$ cat config.mk
export PLATFORM = sky130hd
export DESIGN_NAME = fifo_rdctl
export DESIGN_NICKNAME = d
export VERILOG_FILES = /design/src/rtl/fifo_rdctl_pkg.sv /design/src/rtl/rdctl_flag_merge.sv /design/src/rtl/rdctl_occupancy.sv /design/src/rtl/rdctl_start_gate.sv /design/src/rtl/rdctl_strobe_fsm.sv /design/src/rtl/rdctl_capture.sv /design/src/rtl/fifo_rdctl.sv
export SDC_FILE = /design/constraint.sdc
export NUM_CORES = 1
export LEC_CHECK = 0
export BUFFER_PORTS_ARGS = -buffer_cell sky130_fd_sc_hd__buf_2
export CAP_MARGIN = 20
export CELL_PAD_IN_SITES_DETAIL_PLACEMENT = 0
export CELL_PAD_IN_SITES_GLOBAL_PLACEMENT = 1
export CORE_MARGIN = 1.5
export CORE_UTILIZATION = 39
export CTS_BUF_LIST = sky130_fd_sc_hd__clkbuf_4
export DETAILED_ROUTE_END_ITERATION = 8
export MAX_ROUTING_LAYER = met4
export PLACE_DENSITY = 0.87
export SYNTH_ARGS = -nofsm -noshare
export SYNTH_HDL_FRONTEND = slang
export SYNTH_SLANG_ARGS = --single-unit
$ cat constraint.sdc
create_clock -name clk -period 3.65 [get_ports clk]
set_input_delay 0.5475 -clock clk [delete_from_list [all_inputs] [get_ports clk]]
set_output_delay 0.5475 -clock clk [all_outputs]
set_load 0.05 [all_outputs]
$ cat src/rtl/fifo_rdctl_pkg.sv
package fifo_rdctl_pkg;

  typedef enum logic [1:0] {
    RD_MODE_HANDSHAKE = 2'd0,
    RD_MODE_GUARD     = 2'd1,
    RD_MODE_HALF      = 2'd2,
    RD_MODE_SPARE     = 2'd3
  } rd_mode_e;

  // bits needed to hold values 0..maxv, never less than one
  function automatic int unsigned cnt_w(input int unsigned maxv);
    return (maxv < 1) ? 1 : $clog2(maxv + 1);
  endfunction

endpackage

$ cat src/rtl/rdctl_flag_merge.sv
module rdctl_flag_merge #(
  parameter int LANES = 2
) (
  input  logic [LANES-1:0] lane_or,
  input  logic [LANES-1:0] lane_ir,
  output logic             comp_or,
  output logic             comp_ir
);

  logic [LANES:0] or_chain;
  logic [LANES:0] ir_chain;

  assign or_chain[0] = 1'b1;
  assign ir_chain[0] = 1'b1;

  for (genvar g = 0; g < LANES; g++) begin : g_lane
    assign or_chain[g+1] = or_chain[g] & lane_or[g];
    assign ir_chain[g+1] = ir_chain[g] & lane_ir[g];
  end

  assign comp_or = or_chain[LANES];
  assign comp_ir = ir_chain[LANES];

endmodule

$ cat src/rtl/rdctl_occupancy.sv
module rdctl_occupancy #(
  parameter int DEPTH = 64
) (
  input  logic clk,
  input  logic rst_n,
  input  logic wr_pulse,
  input  logic rd_launch,
  output logic occ_zero,
  output logic draining
);

  localparam int OCC_W = fifo_rdctl_pkg::cnt_w(DEPTH);
  localparam logic [OCC_W-1:0] HALF_C  = OCC_W'(DEPTH / 2);
  localparam logic [OCC_W-1:0] DEPTH_C = OCC_W'(DEPTH);

  logic [OCC_W-1:0] occ_q, occ_n;
  logic             drain_q, drain_n;

  always_comb begin
    occ_n = occ_q;
    unique case ({wr_pulse, rd_launch})
      2'b10:   occ_n = occ_q + 1'b1;
      2'b01:   occ_n = occ_q - 1'b1;
      default: occ_n = occ_q;
    endcase
  end

  always_comb begin
    drain_n = drain_q;
    if (occ_q > HALF_C)
      drain_n = 1'b1;
    else if (occ_q == '0)
      drain_n = 1'b0;
  end

  always_ff @(posedge clk or negedge rst_n) begin
    if (!rst_n) begin
      occ_q   <= '0;
      drain_q <= 1'b0;
    end else begin
      occ_q   <= occ_n;
      drain_q <= drain_n;
    end
  end

  assign occ_zero = (occ_q == '0);
  assign draining = drain_q;

  // the count never goes below zero and never passes the depth
  assert_occ_no_underflow_R5: assert property (@(posedge clk) disable iff (!rst_n)
    (occ_q == '0) |-> !rd_launch);
  assert_occ_no_overflow_R5: assert property (@(posedge clk) disable iff (!rst_n)
    (occ_q == DEPTH_C) |-> !(wr_pulse && !rd_launch));

endmodule

$ cat src/rtl/rdctl_start_gate.sv
module rdctl_start_gate
  import fifo_rdctl_pkg::*;
#(
  parameter int GUARD_CYC = 2
) (
  input  logic     clk,
  input  logic     rst_n,
  input  rd_mode_e mode,
  input  logic     comp_or,
  input  logic     launch,
  input  logic     occ_zero,
  input  logic     draining,
  output logic     gate_ok
);

  localparam int GW = cnt_w(GUARD_CYC);
  localparam logic [GW-1:0] GUARD_C = GW'(GUARD_CYC);

  logic          armed_q, armed_n;
  logic [GW-1:0] gcnt_q, gcnt_n;
  logic          guard_ok;

  always_comb begin
    armed_n = armed_q;
    if (launch)
      armed_n = 1'b0;
    else if (occ_zero)
      armed_n = 1'b1;
  end

  always_comb begin
    gcnt_n = gcnt_q;
    if (!armed_q || !comp_or)
      gcnt_n = '0;
    else if (gcnt_q < GUARD_C)
      gcnt_n = gcnt_q + 1'b1;
  end

  always_ff @(posedge clk or negedge rst_n) begin
    if (!rst_n) begin
      armed_q <= 1'b1;
      gcnt_q  <= '0;
    end else begin
      armed_q <= armed_n;
      gcnt_q  <= gcnt_n;
    end
  end

  assign guard_ok = !armed_q || (gcnt_q >= GUARD_C);

  always_comb begin
    unique case (mode)
      RD_MODE_GUARD: gate_ok = guard_ok;
      RD_MODE_HALF:  gate_ok = draining;
      default:       gate_ok = 1'b1;
    endcase
  end

  if (GUARD_CYC > 0) begin : g_guard_chk
    // an armed guard that saw the flag low blocks the next cycle's strobe
    assert_guard_holds_R4: assert property (@(posedge clk) disable iff (!rst_n)
      (mode == RD_MODE_GUARD && armed_q && !comp_or) |=> !launch);
  end

endmodule

$ cat src/rtl/rdctl_strobe_fsm.sv
module rdctl_strobe_fsm #(
  parameter int MIN_HI = 2,
  parameter int MIN_LO = 2
) (
  input  logic clk,
  input  logic rst_n,
  input  logic comp_or,
  input  logic gate_ok,
  input  logic out_free,
  output logic shift_out,
  output logic launch
);

  localparam int CMAX = (MIN_HI > MIN_LO) ? MIN_HI : MIN_LO;
  localparam int CW   = fifo_rdctl_pkg::cnt_w(CMAX);
  localparam logic [CW-1:0] MIN_HI_C = CW'(MIN_HI);
  localparam logic [CW-1:0] MIN_LO_C = CW'(MIN_LO);

  logic          so_q, so_n;
  logic [CW-1:0] hi_q, hi_n;
  logic [CW-1:0] lo_q, lo_n;
  logic          hi_ok, lo_ok, drop;

  assign hi_ok  = (hi_q >= MIN_HI_C);
  assign lo_ok  = (lo_q >= MIN_LO_C);
  assign launch = !so_q && comp_or && gate_ok && out_free && lo_ok;
  assign drop   = so_q && !comp_or && hi_ok;

  always_comb begin
    so_n = so_q;
    hi_n = hi_q;
    lo_n = lo_q;
    if (launch) begin
      so_n = 1'b1;
      hi_n = CW'(1);
    end else if (drop) begin
      so_n = 1'b0;
      lo_n = CW'(1);
    end else if (so_q && !hi_ok) begin
      hi_n = hi_q + 1'b1;
    end else if (!so_q && !lo_ok) begin
      lo_n = lo_q + 1'b1;
    end
  end

  always_ff @(posedge clk or negedge rst_n) begin
    if (!rst_n) begin
      so_q <= 1'b0;
      hi_q <= '0;
      lo_q <= MIN_LO_C;
    end else begin
      so_q <= so_n;
      hi_q <= hi_n;
      lo_q <= lo_n;
    end
  end

  assign shift_out = so_q;

  // a strobe starts only after a cycle with the composite flag high
  assert_rise_needs_or_R2: assert property (@(posedge clk) disable iff (!rst_n)
    $rose(so_q) |-> $past(comp_or));
  // the strobe is not released while the lanes still report ready
  assert_hold_until_ack_R2: assert property (@(posedge clk) disable iff (!rst_n)
    (so_q && comp_or) |=> so_q);

  if (MIN_HI >= 2) begin : g_hi_chk
    // a freshly raised strobe is still high one cycle later
    assert_min_high_R6: assert property (@(posedge clk) disable iff (!rst_n)
      $rose(so_q) |=> so_q);
  end
  if (MIN_LO >= 2) begin : g_lo_chk
    // a freshly released strobe is still low one cycle later
    assert_min_low_R6: assert property (@(posedge clk) disable iff (!rst_n)
      $fell(so_q) |=> !so_q);
  end

endmodule

$ cat src/rtl/rdctl_capture.sv
module rdctl_capture #(
  parameter int DW = 8
) (
  input  logic          clk,
  input  logic          rst_n,
  input  logic          launch,
  input  logic [DW-1:0] lane_do,
  input  logic          out_ready,
  output logic          out_valid,
  output logic [DW-1:0] out_data,
  output logic          out_free
);

  logic          vld_q, vld_n;
  logic [DW-1:0] dat_q;
  logic          dat_en;

  assign dat_en = launch;

  always_comb begin
    vld_n = vld_q;
    if (launch)
      vld_n = 1'b1;
    else if (vld_q && out_ready)
      vld_n = 1'b0;
  end

  always_ff @(posedge clk or negedge rst_n) begin
    if (!rst_n) begin
      vld_q <= 1'b0;
      dat_q <= '0;
    end else begin
      vld_q <= vld_n;
      if (dat_en)
        dat_q <= lane_do;
    end
  end

  assign out_valid = vld_q;
  assign out_data  = dat_q;
  assign out_free  = !vld_q || out_ready;

  // the word on the lanes at the strobe's leading edge is what is presented
  assert_capture_on_rise_R3: assert property (@(posedge clk) disable iff (!rst_n)
    launch |=> (vld_q && dat_q == $past(lane_do)));
  // a stalled word blocks any new strobe
  assert_no_launch_when_stalled_R7: assert property (@(posedge clk) disable iff (!rst_n)
    (vld_q && !out_ready) |-> !launch);

endmodule

$ cat src/rtl/fifo_rdctl.sv
module fifo_rdctl
  import fifo_rdctl_pkg::*;
#(
  parameter int LANES     = 2,
  parameter int WIDTH     = 4,
  parameter int DEPTH     = 64,
  parameter int GUARD_CYC = 2,
  parameter int MIN_HI    = 2,
  parameter int MIN_LO    = 2
) (
  input  logic                   clk,
  input  logic                   rst_n,
  input  logic [1:0]             mode_sel,
  input  logic                   wr_pulse,
  input  logic [LANES-1:0]       lane_or,
  input  logic [LANES-1:0]       lane_ir,
  input  logic [LANES*WIDTH-1:0] lane_do,
  output logic                   shift_out,
  output logic                   all_ir,
  output logic                   comp_or,
  output logic                   out_valid,
  input  logic                   out_ready,
  output logic [LANES*WIDTH-1:0] out_data
);

  localparam int DW = LANES * WIDTH;

  rd_mode_e mode;
  logic     launch;
  logic     gate_ok;
  logic     out_free;
  logic     occ_zero;
  logic     draining;

  assign mode = rd_mode_e'(mode_sel);

  rdctl_flag_merge #(.LANES(LANES)) u_merge (
    .lane_or (lane_or),
    .lane_ir (lane_ir),
    .comp_or (comp_or),
    .comp_ir (all_ir)
  );

  rdctl_occupancy #(.DEPTH(DEPTH)) u_occ (
    .clk       (clk),
    .rst_n     (rst_n),
    .wr_pulse  (wr_pulse),
    .rd_launch (launch),
    .occ_zero  (occ_zero),
    .draining  (draining)
  );

  rdctl_start_gate #(.GUARD_CYC(GUARD_CYC)) u_gate (
    .clk      (clk),
    .rst_n    (rst_n),
    .mode     (mode),
    .comp_or  (comp_or),
    .launch   (launch),
    .occ_zero (occ_zero),
    .draining (draining),
    .gate_ok  (gate_ok)
  );

  rdctl_strobe_fsm #(.MIN_HI(MIN_HI), .MIN_LO(MIN_LO)) u_fsm (
    .clk       (clk),
    .rst_n     (rst_n),
    .comp_or   (comp_or),
    .gate_ok   (gate_ok),
    .out_free  (out_free),
    .shift_out (shift_out),
    .launch    (launch)
  );

  rdctl_capture #(.DW(DW)) u_cap (
    .clk       (clk),
    .rst_n     (rst_n),
    .launch    (launch),
    .lane_do   (lane_do),
    .out_ready (out_ready),
    .out_valid (out_valid),
    .out_data  (out_data),
    .out_free  (out_free)
  );

  // right after reset release nothing is presented and no strobe is high
  assert_reset_quiet_R8: assert property (@(posedge clk)
    $rose(rst_n) |-> (!shift_out && !out_valid));

endmodule

Word-level counts from Yosys, hierarchy flattened
Index checks and enable logic that the tools add are counted.
- flip-flop bits (word level): 25
- input bits: 18
- add/subtract/negate cells: 5
- $lt $le $gt $ge: 5
- eq/ne operators: 6
- mux-type cells: 18
- bitwise gates (word level): 3
- reductions and logical operators: 29
- operators with widths (cell ; number):
    2-bit 2-to-1 mux ; 8
    2-bit nonzero test ; 8
    7-bit one-hot mux with 2 select lines ; 1
    1-bit logical AND ; 9
    1-bit 2-to-1 mux ; 8
    7-bit by 1-bit adder with 7-bit output, second input constant ; 1
    7-bit by 6-bit > comparator with 1-bit output, second input constant ; 1
    7-bit zero test ; 1
    7-bit by 1-bit subtractor with 7-bit output, second input constant ; 1
    2-bit by 1-bit adder with 2-bit output, second input constant ; 3
    2-bit greater-or-equal comparator, second input constant ; 3
    1-bit zero test ; 6
    2-bit by 1-bit == test with 1-bit output, second input constant ; 2
    2-bit == test, second input constant ; 2
    1-bit logical OR ; 3
    3-bit AND reduction ; 1
    1-bit bitwise AND ; 2
    2-bit less-than comparator, second input constant ; 1
    2-bit by 1-bit != test with 1-bit output, second input constant ; 1
    2-bit != test, second input constant ; 1
    1-bit one-hot mux with 2 select lines ; 1
    2-bit AND reduction ; 1
    1-bit NOT ; 1

Longest topological paths before layout
Gate-level depths: netlist (run 1).
- word-level depth: 8
- depth in mapped cells: 16
- gate-level depth less buffers: 13

Modules after synthesis
Synthesis (run 1) repeated with hierarchy kept, for this count alone.
- cell total of the unflattened synthesis: 128
- area total of the unflattened synthesis: 1437.6 um^2
- modules (own cells, without submodules) (module ; times used ; cells each ; area each (um^2) ; sequential area each (um^2)):
    rdctl_occupancy ; 1 ; 61 ; 594.3 ; 200.2
    rdctl_capture ; 1 ; 20 ; 369.1 ; 225.2
    rdctl_strobe_fsm ; 1 ; 27 ; 285.3 ; 126.4
    rdctl_start_gate ; 1 ; 18 ; 176.4 ; 76.3
    rdctl_flag_merge ; 1 ; 2 ; 12.5 ; 0.0

Least setup slack after synthesis (run 1)
OpenSTA, ideal clock, no wires.
- kind: input to register
- start: input lane_or[0]
- end: register u_occ.occ_q[4]
- arrival: 3.359 ns
- slack: 0.212 ns
- cell stages on the path: 14
- cells stage by stage: and2_4 > o21ai_2 > or4_4 > buf_6 > buf_8 > inv_1 > ha_1 > buf_1 > xor2_1 > ha_1 > a21oi_1 > or3b_2 > a31oi_1 > xor2_1
- cells in the longest elaborated chain, start to end: 7
- elaborated cells on any way between the ends: 9
- those cells by class: eq/ne (2); mux (1); bitwise (1); reduce/logical (5)
- ends and longest elaborated chain (element ; line ; text):
    start, declared ; fifo_rdctl.sv:15 ; input logic [LANES-1:0] lane_or,
    1-bit bitwise AND * ; rdctl_flag_merge.sv:17 ; assign or_chain[g+1] = or_chain[g] & lane_or[g];
    1-bit logical AND * (4 in a row) ; rdctl_strobe_fsm.sv:26 ; assign launch = !so_q && comp_or && gate_ok && out_free && lo_ok;
    named net launch ; fifo_rdctl.sv:29 ; logic launch;
    2-bit by 1-bit == test with 1-bit output or 2-bit == test (tied branches) ; rdctl_occupancy.sv:21 ; unique case ({wr_pulse, rd_launch})
    7-bit one-hot mux with 2 select lines or 2-bit nonzero test (tied branches) ; - ;
    end signal, assigned ; rdctl_occupancy.sv:41 ; occ_q <= occ_n;
    end, declared ; rdctl_occupancy.sv:16 ; logic [OCC_W-1:0] occ_q, occ_n;
The timed path passes the listed nets; every way through them passes the cells marked *.
A chain may end at the register's enable or synchronous reset.

Final worst setup path (run 1)
- start: register u_gate.gcnt_q[0]
- end: register u_occ.occ_q[4]
- cells in the longest elaborated chain, start to end: 8
- elaborated cells on any way between the ends: 10
- those cells by class: order compare (1); eq/ne (2); mux (2); reduce/logical (5)
- ends and longest elaborated chain (element ; line ; text):
    start, declared ; rdctl_start_gate.sv:20 ; logic [GW-1:0] gcnt_q, gcnt_n;
    start signal, assigned ; rdctl_start_gate.sv:45 ; gcnt_q <= gcnt_n;
    2-bit greater-or-equal comparator * ; rdctl_start_gate.sv:49 ; assign guard_ok = !armed_q || (gcnt_q >= GUARD_C);
    1-bit logical OR * ; rdctl_start_gate.sv:49 ;
    1-bit one-hot mux with 2 select lines * ; rdctl_start_gate.sv:52 ; unique case (mode)
    1-bit logical AND * (3 in a row) ; rdctl_strobe_fsm.sv:26 ;
    named net launch ; fifo_rdctl.sv:29 ;
    2-bit by 1-bit == test with 1-bit output or 2-bit == test (tied branches) ; rdctl_occupancy.sv:21 ;
    7-bit one-hot mux with 2 select lines or 2-bit nonzero test (tied branches) ; - ;
Marked as above.

==> results of run 1 <==
==> metrics by stage <==
| step | setup slack (ns) | power [mW] | hold slack, ns |
|---|---|---|---|
| after floorplan | 0.212 | 1.05 | 0.252 |
| after global placement | 0.462 | 1.16 | 0.472 |
| after detailed placement | 0.377 | 1.18 | 0.475 |
| after CTS | 0.405 | 1.30 | 0.213 |
| after global routing | 0.194 | 1.39 | 0.220 |
| final | 0.414 | 1.29 | 0.202 |
==> sequential cells by signal, summed over array words and instances, names as in the netlist, 2 cells and up <==
signal          count
u_cap.out_data      8
u_occ.occ_q         7
u_fsm.hi_q          2
u_fsm.lo_q          2
u_gate.gcnt_q       2
==> final cells by class <==
type / count / share of cell area (%)
tap: 46 / 3.62
sequential: 25 / 39.5
clock buffer: 3 / 1.42
multi-input combinational: 88 / 43.4
clock inverter: 1 / 0.315
inverter: 9 / 2.12
timing repair buffer: 30 / 9.60
==> metal layers <==
layer	up-vias	GRT usage, %
li1	503	-
met1	480	17.0
met2	18	21.9
met3	2	2.52
met4	0	3.89
met5	-	-
==> critical path, stage by stage (launching register included) <==
cell and delay, ns:
dfrtp_1 0.39, inv_1 0.06, ha_1 0.19, or3b_1 0.39, a221oi_2 0.25, or4_4 0.28
inv_1 0.10, ha_1 0.22, xor2_1 0.14, ha_1 0.26, a21oi_1 0.08, or3b_2 0.44
a31oi_1 0.20, xor2_1 0.17
==> final timing paths <==
| kind | startpoint | depth (start not counted) | slack (ns) | to |
|---|---|---|---|---|
| hold / removal | rst_n | 1 | 0.20 | u_fsm.shift_out$_DFFE_PN0P_ |
| hold reg to reg | u_occ.occ_q[6]$_DFFE_PN0P_ | 1 | 0.50 | u_occ.occ_q[6]$_DFFE_PN0P_ |
| min in group clk | lane_do[3] | 2 | 0.46 | u_cap.out_data[3]$_DFFE_PN0P_ |
| setup / recovery | u_gate.gcnt_q[0]$_DFFE_PN0P_ | 13 | 0.41 | u_occ.occ_q[4]$_DFFE_PN0P_ |
| max in group asynchronous | rst_n | 1 | 3.08 | u_gate.armed_q$_DFFE_PN1P_ |
| setup reg to reg | u_gate.gcnt_q[0]$_DFFE_PN0P_ | 13 | 0.41 | u_occ.occ_q[4]$_DFFE_PN0P_ |
==> power breakdown <==
part / switching [mW] / internal (mW)
combinational: 0.377 / 0.253
clock: 0.0779 / 0.0409
sequential: 0.133 / 0.407
total: 0.588 / 0.701
==> cells by family after synthesis <==
logic type,Yosys count,share of synthesized area [%]
and+or+nand+nor,35,14.5
buffers and inverters,17,5.89
muxes,9,8.30
adders and majority gates,8,7.14
xor gates and xnor gates,11,6.88
DFF,25,44.8
AOI/OAI and AO/OA,25,12.5
==> placed cells by master (no fill, tap or decap), types with 2 or more instances in the layout <==
cell type / instances
nand2b_1: 3
dfrtp_1: 23
inv_1: 9
nand3b_1: 3
a22oi_1: 2
nand2_1: 7
o21ai_0: 3
mux2_2: 5
nor2_1: 6
a21oi_1: 6
nor3_1: 3
nor2b_1: 3
xnor2_1: 3
dfstp_2: 2
ha_1: 8
clkbuf_4: 3
a31oi_1: 4
xor2_1: 8
buf_2: 29
mux2_4: 4
o21a_1: 2
==> impl_results.md, run 1 <==
* Synth area leader: dfrtp_1
* Die footprint at 0.00396 mm2
* Clock sink total at 25
* Fin nets at 183
* Status: complete, no violations
* Arr. time, crit path at 3.48 ns
* Resize count post-CTS at 0
* Endpoints failing setup at 0
* Largest net degree at the start of global routing at 26
* Area Overhead vs Synth at 13.5%
* Max layer used: met4
* FF/Latch Area at 628 um2
* Worst setup EP type: flop
* LEAKAGE at 0.778 nW
* Most frequent cells after synthesis: dfrtp_1 (23), inv_1 (9), ha_1 (8), xor2_1 (8), nand2_1 (7)
* Flops & latches, synth at 25
* Detailed-route DRC error count at 0
* CTS clk-pin slew, worst paths at 0.13 ns
* First-pass GRT wire length at 4.23 mm
* Initial Utilization at 41.3%
* Crit start category: flop
* Synth async-reset ratio at 100%
* Routed WL per cell at 12.3 um
* Vias in the first global route at 991
* Setup TNS at 0 ns
* Overflow left after global routing at 0
* DPL Wire Length at 1.88 mm
* Req. time, crit path at 3.89 ns
* Worst-path fanout max at 14
* HP Class: input port to async pin
* Worst-case clock skew at 0.00427 ns
* Post-synth EDFFs at 0
* ANT cells at 0
* Latest clock arrival within the worst-skew pair at 0.31 ns
* Synthesized netlist net count at 156
* Syn Area/Cell at 10.8 um2
* Core Util, Final at 46.9%
* Fin area at 0.00159 mm2
* Die Span Y at 62.9 um
* Final wirelength at 2.48 mm
* Met2 wire len at 1.25 mm
* Via count at 1,003
* Initial antenna violation count at 0
* Placed cell area at 0.00156 mm2
* # Post-CTS Setup Buffers at 0
* Area of the multi-input gates at 691 um2
* Mapped cell area at 0.00140 mm2
* Final period util at 88.7%
* Ranking of synthesized cells by area: dfrtp_1 (41%), ha_1 (7.1%), xor2_1 (5.0%)
* Least-Margin Pin Slew at 0.545 ns
* Post-route insts no fill at 202
* Post-CTS Hold Buffers at 0
* Global placement routability congestion at 0.855
* Synth Warn # at 0
* PwrDens at 810 mW/mm2
* Minimum clock period at 3.24 ns
* Setup repair after global routing missed its margin: false
* Share of cells above drive strength 1 at 33.3%
* Seq/Total Area, Yosys at 44.8%
* DRT Pass-1 Iters at 4
* Met1 WL at 1.14 mm
* Worst VDD drop at 286 uV
* Final Hold Fails at 0
* Number of fill cells in the layout at 336
* Worst setup path class: flop to flop
* IO Pins at 30
* Vias per inst at 4.97
* Netlist cell types at 41
* Most common cell in the netlist: dfrtp_1
* Clock Tree Buf Depth at 2
* Max-slew violations at 0
* Starting DRC count in detailed routing at 26
* I/O Buffers at 29
* Core ar. at 0.00339 mm2
* Root buf cell: clkbuf_4
* Met3 wire len at 82 um
* Worst rel slew slack at 63.6%
* TritonCTS Buffers at 3
* Post-route ant nets at 0
* Top FF cell, synth: dfrtp_1
* H-tree depth at 1
* Post-synthesis cell count at 130
* # rows at 21
* Die X at 62.9 um
* Placed Cells incl. Taps at 198
* Max Cap Viol at 0
* Fmax achieved at 0.309 GHz
* Post-synth top area share at 41.1%
* CTS tree: yes
* All-Layer GR Usage at 13.5%
Power figures use the tool's default switching activity.
==> run 2, diff against run 1 <==
--- a/config.mk
+++ b/config.mk
@@ -5,16 +5,18 @@
 export SDC_FILE = /design/constraint.sdc
 export NUM_CORES = 1
 export LEC_CHECK = 0
+export ABC_AREA = 1
 export BUFFER_PORTS_ARGS = -buffer_cell sky130_fd_sc_hd__buf_2
 export CAP_MARGIN = 20
 export CELL_PAD_IN_SITES_DETAIL_PLACEMENT = 0
 export CELL_PAD_IN_SITES_GLOBAL_PLACEMENT = 1
 export CORE_MARGIN = 1.5
-export CORE_UTILIZATION = 39
+export CORE_UTILIZATION = 37
 export CTS_BUF_LIST = sky130_fd_sc_hd__clkbuf_4
 export DETAILED_ROUTE_END_ITERATION = 8
 export MAX_ROUTING_LAYER = met4
-export PLACE_DENSITY = 0.87
+export PLACE_DENSITY = 0.88
+export SETUP_SLACK_MARGIN = 0.15
 export SYNTH_ARGS = -nofsm -noshare
 export SYNTH_HDL_FRONTEND = slang
 export SYNTH_SLANG_ARGS = --single-unit
==> constraint.sdc (replaced) <==
create_clock -name clk -period 2.7 [get_ports clk]
set_input_delay 0.405 -clock clk [delete_from_list [all_inputs] [get_ports clk]]
set_output_delay 0.405 -clock clk [all_outputs]
set_load 0.05 [all_outputs]
==> run 2 against run 1 <==
Against the previous run:
- wire length increased by 15%
- highest routed layer unchanged
- worst setup slack worse by 0.060 ns
- critical path type unchanged
- area after synthesis rose by 2.5%
- design area grew 9.0%
- clock-buffer cell count stayed put
- first-iteration DRC count is 81% higher
==> impl_results.md, run 2 <==
* LEAKAGE at 0.971 nW (+25%)
* Max Cap Viol at 0 (unchanged)
* Die footprint at 0.00426 mm2 (+7.6%)
* TritonCTS Buffers at 3 (unchanged)
* Worst path cell trace: inv_1 -> ha_1 -> nor2_1 -> nand2_1 -> nand2_1 -> nand2_1 -> nand2_1 -> clkinv_2 -> ha_4 -> inv_4 -> nand2_1 -> nand2_1 -> inv_1 -> ha_1 -> inv_1 -> nand2_2 -> nand3_2 -> nand2_2 -> nand3_1 -> nand3_1 -> nand2_1 -> nand2_1
* Most frequent cells after synthesis: nand2_1 (68), dfrtp_1 (23), inv_1 (23), nand3_1 (12)
* CTS clk-pin slew, worst paths at 0.14 ns (about the same)
* I/O Buffers at 29 (unchanged)
* Vias in the first global route at 1,151 (+16%)
* Detailed-route DRC error count at 0 (unchanged)
* Most common cell in the netlist: nand2_1
* PwrDens at 1010 mW/mm2 (+25%)
* Ranking of synthesized cells by area: dfrtp_1 (40%), nand2_1 (18%), ha_1 (7.0%)
* Initial Utilization at 38.9% (-2.4 points)
* Setup repair after global routing missed its margin: true
* Post-route ant nets at 0 (unchanged)
* Core ar. at 0.00369 mm2 (+8.8%)
* All-Layer GR Usage at 15.2% (+1.8 points)
* Fmax achieved at 0.426 GHz (+38%)
* Synthesized netlist net count at 213 (+37%)
* Endpoints failing setup at 0 (unchanged)
* Post-synth EDFFs at 0 (unchanged)
* CTS tree: yes
* Worst rel slew slack at 63.6% (about the same)
* Crit path max-delay cell type: dfrtp_1
* Worst VDD drop at 508 uV (+78%)
* Worst-path fanout max at 5 (-9)
* Initial antenna violation count at 0 (unchanged)
* R2R Path End: u_occ.occ_q[6]$_DFFE_PN0P_
* Minimum clock period at 2.35 ns (-0.890 ns)
* Crit start category: flop
* Netlist cell types at 28 (-32%)
* Die X at 65.3 um (+3.7%)
* Area Overhead vs Synth at 20.6%
* Latest clock arrival within the worst-skew pair at 0.32 ns (about the same)
* Flops & latches, synth at 25 (unchanged)
* ANT cells at 0 (unchanged)
* Worst-case clock skew at 0.000846 ns (-0.00342 ns)
* Largest register FFs at 8 (unchanged)
* Worst setup path class: flop to flop
* Root buf cell: clkbuf_4
* Fin area at 0.00173 mm2 (+9.0%)
* Synth Warn # at 0 (unchanged)
* Top cell by count, worst path: nand2_1
* Most common cell after layout, fill and taps aside: nand2_1
* Clock sink total at 25 (unchanged)
* Die Span Y at 65.3 um (+3.7%)
* Global placement routability congestion at 0.924 (+8.1%)
* Share of cells above drive strength 1 at 28.1% (-5.2 points)
* Post-CTS Hold Buffers at 0 (unchanged)
* Seq/Total Area, Yosys at 43.7% (-1.1 points)
* Routed WL per cell at 10.4 um (-15%)
* Placed cell area at 0.00166 mm2 (+6.4%)
* CP max stage delay at 0.37 ns (-0.07 ns)
* Syn Area/Cell at 7.68 um2 (-29%)
* Post-route insts no fill at 272 (+35%)
* Post-synth top area share at 40.1% (-1.0 points)
* Post-synthesis cell count at 187 (+44%)
* Leading cell types in the layout, fill and taps excluded: nand2_1 (66), buf_2 (29), inv_1 (23)
* Req. time, crit path at 2.93 ns (-0.96 ns)
* Via count at 1,262 (+26%)
* Final period util at 86.9% (-1.8 points)
* Clock Tree Buf Depth at 2 (unchanged)
* Status: complete, no violations
* Fin nets at 251 (+37%)
* Placed Cells incl. Taps at 266 (+34%)
* DRT Pass-1 Iters at 4 (unchanged)
* HP Class: input port to async pin
* Final wirelength at 2.84 mm (+15%)
* First-pass GRT wire length at 4.95 mm (+17%)
* H-tree depth at 1 (unchanged)
* Least-Margin Pin Slew at 0.546 ns (+0.000907 ns)
* Worst setup EP type: flop
* Largest net degree at the start of global routing at 26 (unchanged)
* Reg2reg start: u_gate.gcnt_q[0]$_DFFE_PN0P_
* Synth area leader: dfrtp_1
* DPL Wire Length at 2.18 mm (+16%)
* Top FF cell, synth: dfrtp_1
* Max-slew violations at 0 (unchanged)
* Reg-to-reg slack, setup at 0.35 ns (-0.06 ns)
* Mapped cell area at 0.00144 mm2 (+2.5%)
* IO Pins at 30 (unchanged)
* Vias per inst at 4.64 (-6.6%)
* Synth async-reset ratio at 100% (unchanged)
* Setup TNS at 0 ns (unchanged)
* Final Hold Fails at 0 (unchanged)
* Starting DRC count in detailed routing at 47 (+81%)
* FF-to-FF path depth at 22 (+9)
* # rows at 22 (+4.8%)
* Arr. time, crit path at 2.58 ns (-0.90 ns)
* Overflow left after global routing at 0 (unchanged)
[run 2: cell count changes after synthesis, sizes merged, moves of 3 or more]
| cell | change |
|---|---|
| mux2 | -9 |
| nand2b | -3 |
| xor2 | -7 |
| nor2 | +5 |
| nand2 | +65 |
| a31oi | -4 |
| o21ai | +7 |
| nor2b | -3 |
| clkbuf | -4 |
| inv | +16 |
| nand4 | +4 |
| nand3 | +12 |
[run 2: cell type report]
type / instances / area (um2)
Clock inverter: 1 / 7.51
Fill cell: 380 / 1960
Timing Repair Buffer: 36 / 198
Multi-Input combinational cell: 133 / 713
Inverter: 26 / 101
Clock buffer: 3 / 22.5
Sequential cell: 25 / 631
Tap cell: 48 / 60.1
[run 2: layer usage]
| metal | GRT usage [%] | share of wire (%) | vias up |
|---|---|---|---|
| li1 | - | - | 660 |
| met1 | 21.2 | 49 | 585 |
| met2 | 23.2 | 47 | 15 |
| met3 | 2.05 | 2.2 | 2 |
| met4 | 4.69 | 0.95 | 0 |
| met5 | - | 0 | - |
[run 2: how the worst max path moves through the flow]
stage,end,start
detailed placement,u_occ.occ_q[6]$_DFFE_PN0P_,mode_sel[0]
finish,u_occ.occ_q[6]$_DFFE_PN0P_,u_gate.gcnt_q[0]$_DFFE_PN0P_
global placement,u_occ.occ_q[6]$_DFFE_PN0P_,u_fsm.lo_q[1]$_DFFE_PN1P_
CTS,u_occ.occ_q[6]$_DFFE_PN0P_,u_fsm.lo_q[1]$_DFFE_PN1P_
floorplan,u_occ.occ_q[6]$_DFFE_PN0P_,mode_sel[0]
global route,u_occ.occ_q[6]$_DFFE_PN0P_,u_gate.gcnt_q[0]$_DFFE_PN0P_
[run 2: cells by family after synthesis]
family / after synthesis / synth area share (%)
xor gates and xnor gates: 3 / 1.83
and+or+nand+nor: 104 / 32.5
buffers and inverters: 29 / 8.36
DFF: 25 / 43.7
adders and majority gates: 8 / 6.97
AOI/OAI and AO/OA: 18 / 6.62
[run 2: through the flow]
step           setup slack (ns)  power, mW  hold slack, ns  util, %
2_1_floorplan             0.234       1.37           0.109        -
3_3_place_gp              0.210       1.58           0.426     45.1
3_5_place_dp              0.159       1.58           0.431     45.1
4_1_cts                   0.177       1.76          0.0509     45.9
5_1_grt                  0.0940       1.92          0.0649     47.0
6_report                  0.353       1.76          0.0410     47.0
[run 2: report_power, final]
part / internal (mW) / switching, mW / leakage (nW)
logic: 0.285 / 0.623 / 0.655
clock network: 0.0566 / 0.118 / 0.0139
registers: 0.548 / 0.127 / 0.303
[run 2: worst max-delay path: cells and delay by family, from the launching register on]
family | cells | cell delay (ns)
AND/OR/NAND/NOR | 14 | 1.01
flip-flops | 1 | 0.37
adder cells (fa/ha/maj) | 3 | 0.54
buffers and inverters | 5 | 0.34
[run 2: what timing repair did]
item / 4_1_cts / 5_1_grt
gates resized for setup: 0 / 6
endpoints found under the setup margin: 0 / 3
buffers inserted: 0 / 2
